<file path="src/rtl/uart_rx_pkg.sv">
// Package: shared types for the oversampling serial receiver.
// Assumes characters never exceed CHAR_W bits of data.
package uart_rx_pkg;

    localparam int CHAR_W = 8;

    typedef enum logic [1:0] {
        RX_HUNT,
        RX_START,
        RX_BITS,
        RX_BRKWAIT
    } rx_state_e;

    typedef struct packed {
        logic [CHAR_W-1:0] data;
        logic              perr;
        logic              ferr;
        logic              brk;
    } rx_char_t;

endpackage

</file>
<file path="src/rtl/uart_rx_sync.sv">
// Module: source select and metastability synchronizer.
// Picks the loopback source or the pin, then passes the result through
// STAGES flops that reset to the idle-high level.
// Assumes both sources idle high.
module uart_rx_sync #(
    parameter int STAGES = 2
) (
    input  logic clk,
    input  logic rst_n,
    input  logic pin_in,
    input  logic loop_in,
    input  logic loop_en,
    output logic line_out
);

    logic             src_sel;
    logic [STAGES-1:0] chain;

    // Choose the line the receiver listens to.
    assign src_sel = loop_en ? loop_in : pin_in;

    generate
        for (genvar i = 0; i < STAGES; i++) begin : g_stage
            // One synchronizer stage; idle level after reset.
            always_ff @(posedge clk) begin
                if (!rst_n) begin
                    chain[i] <= 1'b1;
                end else if (i == 0) begin
                    chain[i] <= src_sel;
                end else begin
                    chain[i] <= chain[(i == 0) ? 0 : i-1];
                end
            end
        end
    endgenerate

    assign line_out = chain[STAGES-1];

endmodule

</file>
<file path="src/rtl/uart_rx_frame.sv">
// Module: start qualification, bit sampling and character assembly.
// Works on the synchronized line and the 16x tick. A falling level is rechecked
// half a bit later; every further bit is sampled one bit-time after the last.
// Produces a one-cycle done pulse with the character and its error tags.
// Assumes the configuration is stable for the duration of a frame.
module uart_rx_frame
    import uart_rx_pkg::*;
#(
    parameter int OVS = 16
) (
    input  logic       clk,
    input  logic       rst_n,
    input  logic       tick,
    input  logic       line,
    input  logic [1:0] cfg_len,
    input  logic       par_en,
    input  logic       par_even,
    output logic       done,
    output rx_char_t   chr
);

    localparam int               CNT_W    = $clog2(OVS);
    localparam int               IDX_W    = $clog2(CHAR_W + 3);
    localparam logic [CNT_W-1:0] MID_LAST = CNT_W'(OVS/2 - 1);
    localparam logic [CNT_W-1:0] BIT_LAST = CNT_W'(OVS - 1);

    rx_state_e         state;
    logic [CNT_W-1:0]  cnt;
    logic [IDX_W-1:0]  idx;
    logic [CHAR_W-1:0] shreg;
    logic              par_acc;
    logic              zero_acc;

    logic [IDX_W-1:0]  n_data;
    logic [IDX_W-1:0]  stop_idx;
    logic [IDX_W-1:0]  shamt;
    logic [CHAR_W-1:0] aligned;
    logic              brk_now;

    // Frame geometry from the configuration.
    assign n_data   = IDX_W'(CHAR_W - 3) + IDX_W'(cfg_len);
    assign stop_idx = n_data + IDX_W'(par_en);
    assign shamt    = IDX_W'(CHAR_W) - n_data;
    // Shifted-in data sits at the top; move it down to bit 0.
    assign aligned  = shreg >> shamt;
    assign brk_now  = zero_acc & ~line;

    // Receive state machine and bit assembly.
    always_ff @(posedge clk) begin
        if (!rst_n) begin
            state    <= RX_HUNT;
            cnt      <= '0;
            idx      <= '0;
            shreg    <= '0;
            par_acc  <= 1'b0;
            zero_acc <= 1'b0;
            done     <= 1'b0;
            chr      <= '0;
        end else begin
            done <= 1'b0;
            unique case (state)
                RX_HUNT: begin
                    if (tick && !line) begin
                        state <= RX_START;
                        cnt   <= '0;
                    end
                end
                RX_START: begin
                    if (tick) begin
                        if (cnt != MID_LAST) begin
                            cnt <= cnt + CNT_W'(1);
                        end else if (line) begin
                            state <= RX_HUNT;
                        end else begin
                            state    <= RX_BITS;
                            cnt      <= '0;
                            idx      <= '0;
                            shreg    <= '0;
                            par_acc  <= 1'b0;
                            zero_acc <= 1'b1;
                        end
                    end
                end
                RX_BITS: begin
                    if (tick) begin
                        if (cnt != BIT_LAST) begin
                            cnt <= cnt + CNT_W'(1);
                        end else begin
                            cnt <= '0;
                            if (idx < n_data) begin
                                shreg    <= {line, shreg[CHAR_W-1:1]};
                                par_acc  <= par_acc ^ line;
                                zero_acc <= zero_acc & ~line;
                                idx      <= idx + IDX_W'(1);
                            end else if (idx != stop_idx) begin
                                par_acc  <= par_acc ^ line;
                                zero_acc <= zero_acc & ~line;
                                idx      <= idx + IDX_W'(1);
                            end else begin
                                done      <= 1'b1;
                                chr.data  <= aligned;
                                chr.perr  <= par_en & (par_acc ^ ~par_even);
                                chr.ferr  <= ~line;
                                chr.brk   <= brk_now;
                                state     <= brk_now ? RX_BRKWAIT : RX_HUNT;
                            end
                        end
                    end
                end
                RX_BRKWAIT: begin
                    if (tick && line) begin
                        state <= RX_HUNT;
                    end
                end
                default: state <= RX_HUNT;
            endcase
        end
    end

endmodule

</file>
<file path="src/rtl/uart_rx_hold.sv">
// Module: one-entry output holding stage with overrun detection.
// Loads a finished character when empty or when it is taken in the same cycle;
// otherwise keeps the older character and raises the overrun flag.
// Assumes done is a single-cycle pulse.
module uart_rx_hold
    import uart_rx_pkg::*;
(
    input  logic     clk,
    input  logic     rst_n,
    input  logic     done,
    input  rx_char_t chr_in,
    input  logic     ack,
    output logic     valid,
    output rx_char_t chr_q,
    output logic     ovr
);

    // Holding register, valid bit and overrun flag.
    always_ff @(posedge clk) begin
        if (!rst_n) begin
            valid <= 1'b0;
            chr_q <= '0;
            ovr   <= 1'b0;
        end else if (done && (!valid || ack)) begin
            valid <= 1'b1;
            chr_q <= chr_in;
            ovr   <= 1'b0;
        end else if (done) begin
            ovr   <= 1'b1;
        end else if (ack) begin
            valid <= 1'b0;
            ovr   <= 1'b0;
        end
    end

endmodule

</file>
<file path="src/rtl/uart_rx_core.sv">
// Module: top of the oversampling serial receiver.
// Chains the source select and synchronizer, the frame engine and the
// output holding stage. Assumes tick16 is a single-cycle enable at 16x the
// bit rate and the configuration changes only between frames.
module uart_rx_core
    import uart_rx_pkg::*;
#(
    parameter int OVS         = 16,
    parameter int SYNC_STAGES = 2
) (
    input  logic              clk,
    input  logic              rst_n,
    input  logic              tick16,
    input  logic              serial_in,
    input  logic              loop_en,
    input  logic              loop_src,
    input  logic [1:0]        cfg_len,
    input  logic              cfg_par_en,
    input  logic              cfg_par_even,
    input  logic              rd_ack,
    output logic              out_valid,
    output logic [CHAR_W-1:0] out_data,
    output logic              out_perr,
    output logic              out_ferr,
    output logic              out_brk,
    output logic              out_ovr
);

    logic     rx_line;
    logic     frm_done;
    rx_char_t frm_chr;
    rx_char_t held_chr;

    uart_rx_sync #(.STAGES(SYNC_STAGES)) u_sync (
        .clk      (clk),
        .rst_n    (rst_n),
        .pin_in   (serial_in),
        .loop_in  (loop_src),
        .loop_en  (loop_en),
        .line_out (rx_line)
    );

    uart_rx_frame #(.OVS(OVS)) u_frame (
        .clk      (clk),
        .rst_n    (rst_n),
        .tick     (tick16),
        .line     (rx_line),
        .cfg_len  (cfg_len),
        .par_en   (cfg_par_en),
        .par_even (cfg_par_even),
        .done     (frm_done),
        .chr      (frm_chr)
    );

    uart_rx_hold u_hold (
        .clk    (clk),
        .rst_n  (rst_n),
        .done   (frm_done),
        .chr_in (frm_chr),
        .ack    (rd_ack),
        .valid  (out_valid),
        .chr_q  (held_chr),
        .ovr    (out_ovr)
    );

    // Present the held character and its tags on the ports.
    assign out_data = held_chr.data;
    assign out_perr = held_chr.perr;
    assign out_ferr = held_chr.ferr;
    assign out_brk  = held_chr.brk;

endmodule

</file>
<file path="config.mk">
export PLATFORM = sky130hd
export DESIGN_NAME = uart_rx_core
export DESIGN_NICKNAME = d
export VERILOG_FILES = /design/src/rtl/uart_rx_pkg.sv /design/src/rtl/uart_rx_sync.sv /design/src/rtl/uart_rx_frame.sv /design/src/rtl/uart_rx_hold.sv /design/src/rtl/uart_rx_core.sv
export SDC_FILE = /design/constraint.sdc
export NUM_CORES = 1
export LEC_CHECK = 0
export ABC_AREA = 1
export BUFFER_PORTS_ARGS = -buffer_cell sky130_fd_sc_hd__buf_2
export CORE_MARGIN = 8
export CORE_UTILIZATION = 45
export CTS_CLUSTER_SIZE = 40
export DETAILED_ROUTE_END_ITERATION = 12
export PLACE_DENSITY = 0.69
export SLEW_MARGIN = 20
export SYNTH_ARGS = -nofsm -noshare
export SYNTH_HDL_FRONTEND = slang
export SYNTH_SLANG_ARGS = --single-unit
</file>
<file path="constraint.sdc">
create_clock -name clk -period 2.98 [get_ports clk]
set_input_delay 0.298 -clock clk [delete_from_list [all_inputs] [get_ports clk]]
set_output_delay 0.298 -clock clk [all_outputs]
set_load 0.01 [all_outputs]
</file>
==> results.sh <==
export IMPL_status="finished, final reports clean"
export IMPL_root_buffer="clkbuf_8"
export IMPL_die_height_um=90.9
export IMPL_ys_seq_area_share_pct=37.3
export IMPL_vias=2194
export IMPL_wl_um=5000
export IMPL_crit_top_cell="nand2_1"
export IMPL_synthCells=368
export IMPL_crit_path_cell_trace="buf_2 > inv_1 > ha_1 > inv_1 > fa_1 > nand2_1 > nand2_1 > nor2_2 > nand2_2 > nor2_2 > nand3_2 > nor2_4 > nand3_1 > nand2_1"
export IMPL_hold_class="in -> reg"
export IMPL_routed_via_density=4.77
export IMPL_final_common_cell="nand2_1"
export IMPL_hold_depth=2
export IMPL_m1WireLength_um=2490
export IMPL_fp_dieArea_um2=8260
export IMPL_worstRegToRegCells=8
export IMPL_slew_limit_headroom_pct=52.8
export IMPL_core_um2=5470
export IMPL_drv_cap=0
export IMPL_antenna_found_initial=0
export IMPL_worst_setup_path_type="in -> reg"
export IMPL_first_iter_violations=105
export IMPL_ys_types=34
export IMPL_hold_viol=0
export IMPL_met3WireLength_um=211
export IMPL_p_leak_nw=1.23
export IMPL_cts_tree="yes"
export IMPL_hold_buffers=0
export IMPL_multiInputGateArea_um2=1360
export IMPL_top_layer_used="met4"
export IMPL_synth_seq_cells=47
export IMPL_die_x_um=90.9
export IMPL_place_ws_ns=0.454
export IMPL_overflow=0
export IMPL_clk_pin_slew_ns=0.09
export IMPL_p_sw_w=0.000483
export IMPL_r2r_slack_ns=0.94
export IMPL_worstPathMaxFanout=15
export IMPL_first_pass_iters=5
export IMPL_drc_errors=0
export IMPL_cts_buffer_depth=2
export IMPL_dp_cells=452
export IMPL_final_min_clock_period_ns=2.17
export IMPL_crit_required_ns=3.24
export IMPL_grt_pass1_wl_um=8910
export IMPL_worstHoldStart="loop_en"
export IMPL_cts_sinks=47
export IMPL_h_tree_depth=2
export IMPL_crit_buf_inv=3
export IMPL_setup_violations=0
export IMPL_p_int_w=0.000955
export IMPL_fmax_mhz=460
export IMPL_ir_worst_vdd_mv=0.208
export IMPL_finalSetupTns_ns=0
export IMPL_slowest_stage="fa_1"
export IMPL_syn_nets=392
export IMPL_numCtsBuffers=5
export IMPL_sw_frac_of_total_pct=33.6
export IMPL_finalCritPeriodShare_pct=72.9
export IMPL_avgSynthCellArea_um2=6.85
export IMPL_nFillCells=590
export IMPL_track_usage_pct=12.8
export IMPL_finalNonFillerCells=460
export IMPL_skew_ns=0.00869
export IMPL_yosysWarnings=0
export IMPL_final_cell_mix="nand2_1 (95), nor2_1 (64), dfxtp_1 (47), inv_1 (29), o21ai_0 (25)"
export IMPL_combPwrFrac_pct=21.9
export IMPL_seqPwrFrac_pct=50.2
export IMPL_r2r_end="u_frame.cnt[2]"
export IMPL_antenna_cells=0
export IMPL_wl_met2_um=2230
export IMPL_grt_pass1_vias=1969
export IMPL_start_kind="primary input"
export IMPL_final_nets=411
export IMPL_worst_pin_slew_ns=0.708
export IMPL_dpl_hpwl_um=3740
export IMPL_cts_resized=0
export IMPL_rsz0062_at_grt="no"
export IMPL_holdPathEnd="u_sync.chain[0]"
export IMPL_setup_ws_ns=0.806
export IMPL_start_util_pct=46.1
export IMPL_r2r_start="u_frame.state[0]"
export IMPL_critPathLaunch="cfg_len[0]"
export IMPL_worst_ep_arrival_time_ns=2.43
export IMPL_power_density_nw_per_um2=523
export IMPL_gp_congestion=0.833
export IMPL_end_kind="flip-flop"
export IMPL_layout_area_seq_um2=941
export IMPL_worstSkewPairLatency_ns=0.31
export IMPL_rows=27
export IMPL_netlist_area_um2=2520
export IMPL_pwr_share_clk_pct=27.9
export IMPL_post_route_util_pct=50.3
export IMPL_area_delta_synth_final_pct=9.08
export IMPL_critical_path_max_stage_delay_ns=0.42
export IMPL_io_pins=24
export IMPL_drive_gt1_share_pct=14.7
export IMPL_ant_nets=0
export IMPL_avgRoutedWirePerCell_um=10.9
export IMPL_post_cts_buffers=0
export IMPL_grt_max_degree=40
export IMPL_path_delay_family="simple AND/OR/NAND/NOR gates"
export IMPL_slew_viol_final=0
export IMPL_numPortBuffers=23
[final cells by class]
type | count | share of cell area [%]
multi-input cells | 273 | 49.5
clock buffers | 5 | 2.50
inverters | 36 | 5.18
well taps | 72 | 3.27
repair buffers | 24 | 4.46
flip-flops and latches | 47 | 34.2
clock inverters | 3 | 0.910
[registers in the layout, indices dropped and copies added (netlist names)]
| name | flops |
|---|---|
| u_frame.idx | 4 |
| u_hold.valid | 1 |
| u_frame.zero_acc | 1 |
| u_sync.chain | 1 |
| u_hold.chr_q | 11 |
| u_sync.line_out | 1 |
| u_frame.done | 1 |
| u_frame.shreg | 8 |
| u_frame.state | 2 |
| u_hold.ovr | 1 |
| u_frame.chr | 11 |
| u_frame.cnt | 4 |
| u_frame.par_acc | 1 |
[synthesized netlist by cell type]
cell	instances	area [µm²]
clkinv_4	1	8.76
nand3_2	2	20.0
o21ai_4	1	16.3
fa_1	1	20.0
clkinv_1	1	3.75
o21ai_2	2	17.5
buf_1	2	7.51
o21ai_1	4	20.0
dfxtp_1	47	941
inv_4	1	6.26
o211ai_1	1	7.51
inv_1	29	109
o21bai_1	1	7.51
nand2_1	95	357
inv_2	4	15.0
a21boi_0	2	15.0
a21oi_1	18	90.1
nor2_1	64	240
o21ai_0	25	125
nor2_4	2	22.5
xor2_1	1	8.76
nor3_1	3	15.0
or2_2	1	6.26
nand3_1	24	120
nand2_2	7	43.8
clkbuf_1	4	15.0
nand2_4	1	11.3
xnor2_1	2	17.5
ha_1	12	150
nor2_2	2	12.5
nand3b_1	1	7.51
nor3_2	1	10.0
buf_2	2	10.0
buf_6	4	45.0
[routing by layer]
layer,GRT usage [%],vias up
met2,21.5,27
li1,-,1192
met3,3.82,6
met1,14.8,969
met5,0,-
met4,5.18,0
[worst max-delay path by stage]
stage                           to  cells after the start
global placement    u_frame.chr[6]                     15
finish              u_frame.chr[6]                     14
global route        u_frame.chr[0]                     15
CTS                 u_frame.chr[6]                     14
floorplan           u_frame.chr[4]                     17
detailed placement  u_frame.chr[6]                     14
[cell families (layout without fill, tap and decap cells)]
| family | Yosys count | count (layout) | share of synthesized area, % |
|---|---|---|---|
| XOR/XNOR | 3 | 3 | 1.04 |
| adder cells (fa/ha/maj) | 13 | 13 | 6.75 |
| flip-flops | 47 | 47 | 37.3 |
| buffers and inverters | 48 | 68 | 8.73 |
| AND/OR/NAND/NOR | 203 | 203 | 34.3 |
| AO/OA/AOI/OAI | 54 | 54 | 11.9 |
[power groups by stage]
stage / Sequential, W / Clock, W / Combinational [W]
3_5_place_dp: 0.000737 / 0 / 0.000313
5_1_grt: 0.000731 / 0.000443 / 0.000369
4_1_cts: 0.000722 / 0.000408 / 0.000315
6_report: 0.000722 / 0.000401 / 0.000315
2_1_floorplan: 0.000717 / 0 / 0.000276
3_3_place_gp: 0.000735 / 0 / 0.000307
[through the flow]
step	power, W	area [µm²]	hold slack [ns]
final	0.00144	2750	0.186
after global routing	0.00154	2750	0.193
after CTS	0.00145	2750	0.187
after detailed placement	0.00105	2660	0.397
after global placement	0.00104	2660	0.398
after floorplan	0.000993	2520	0.393
(Power assumes the default switching activity.)
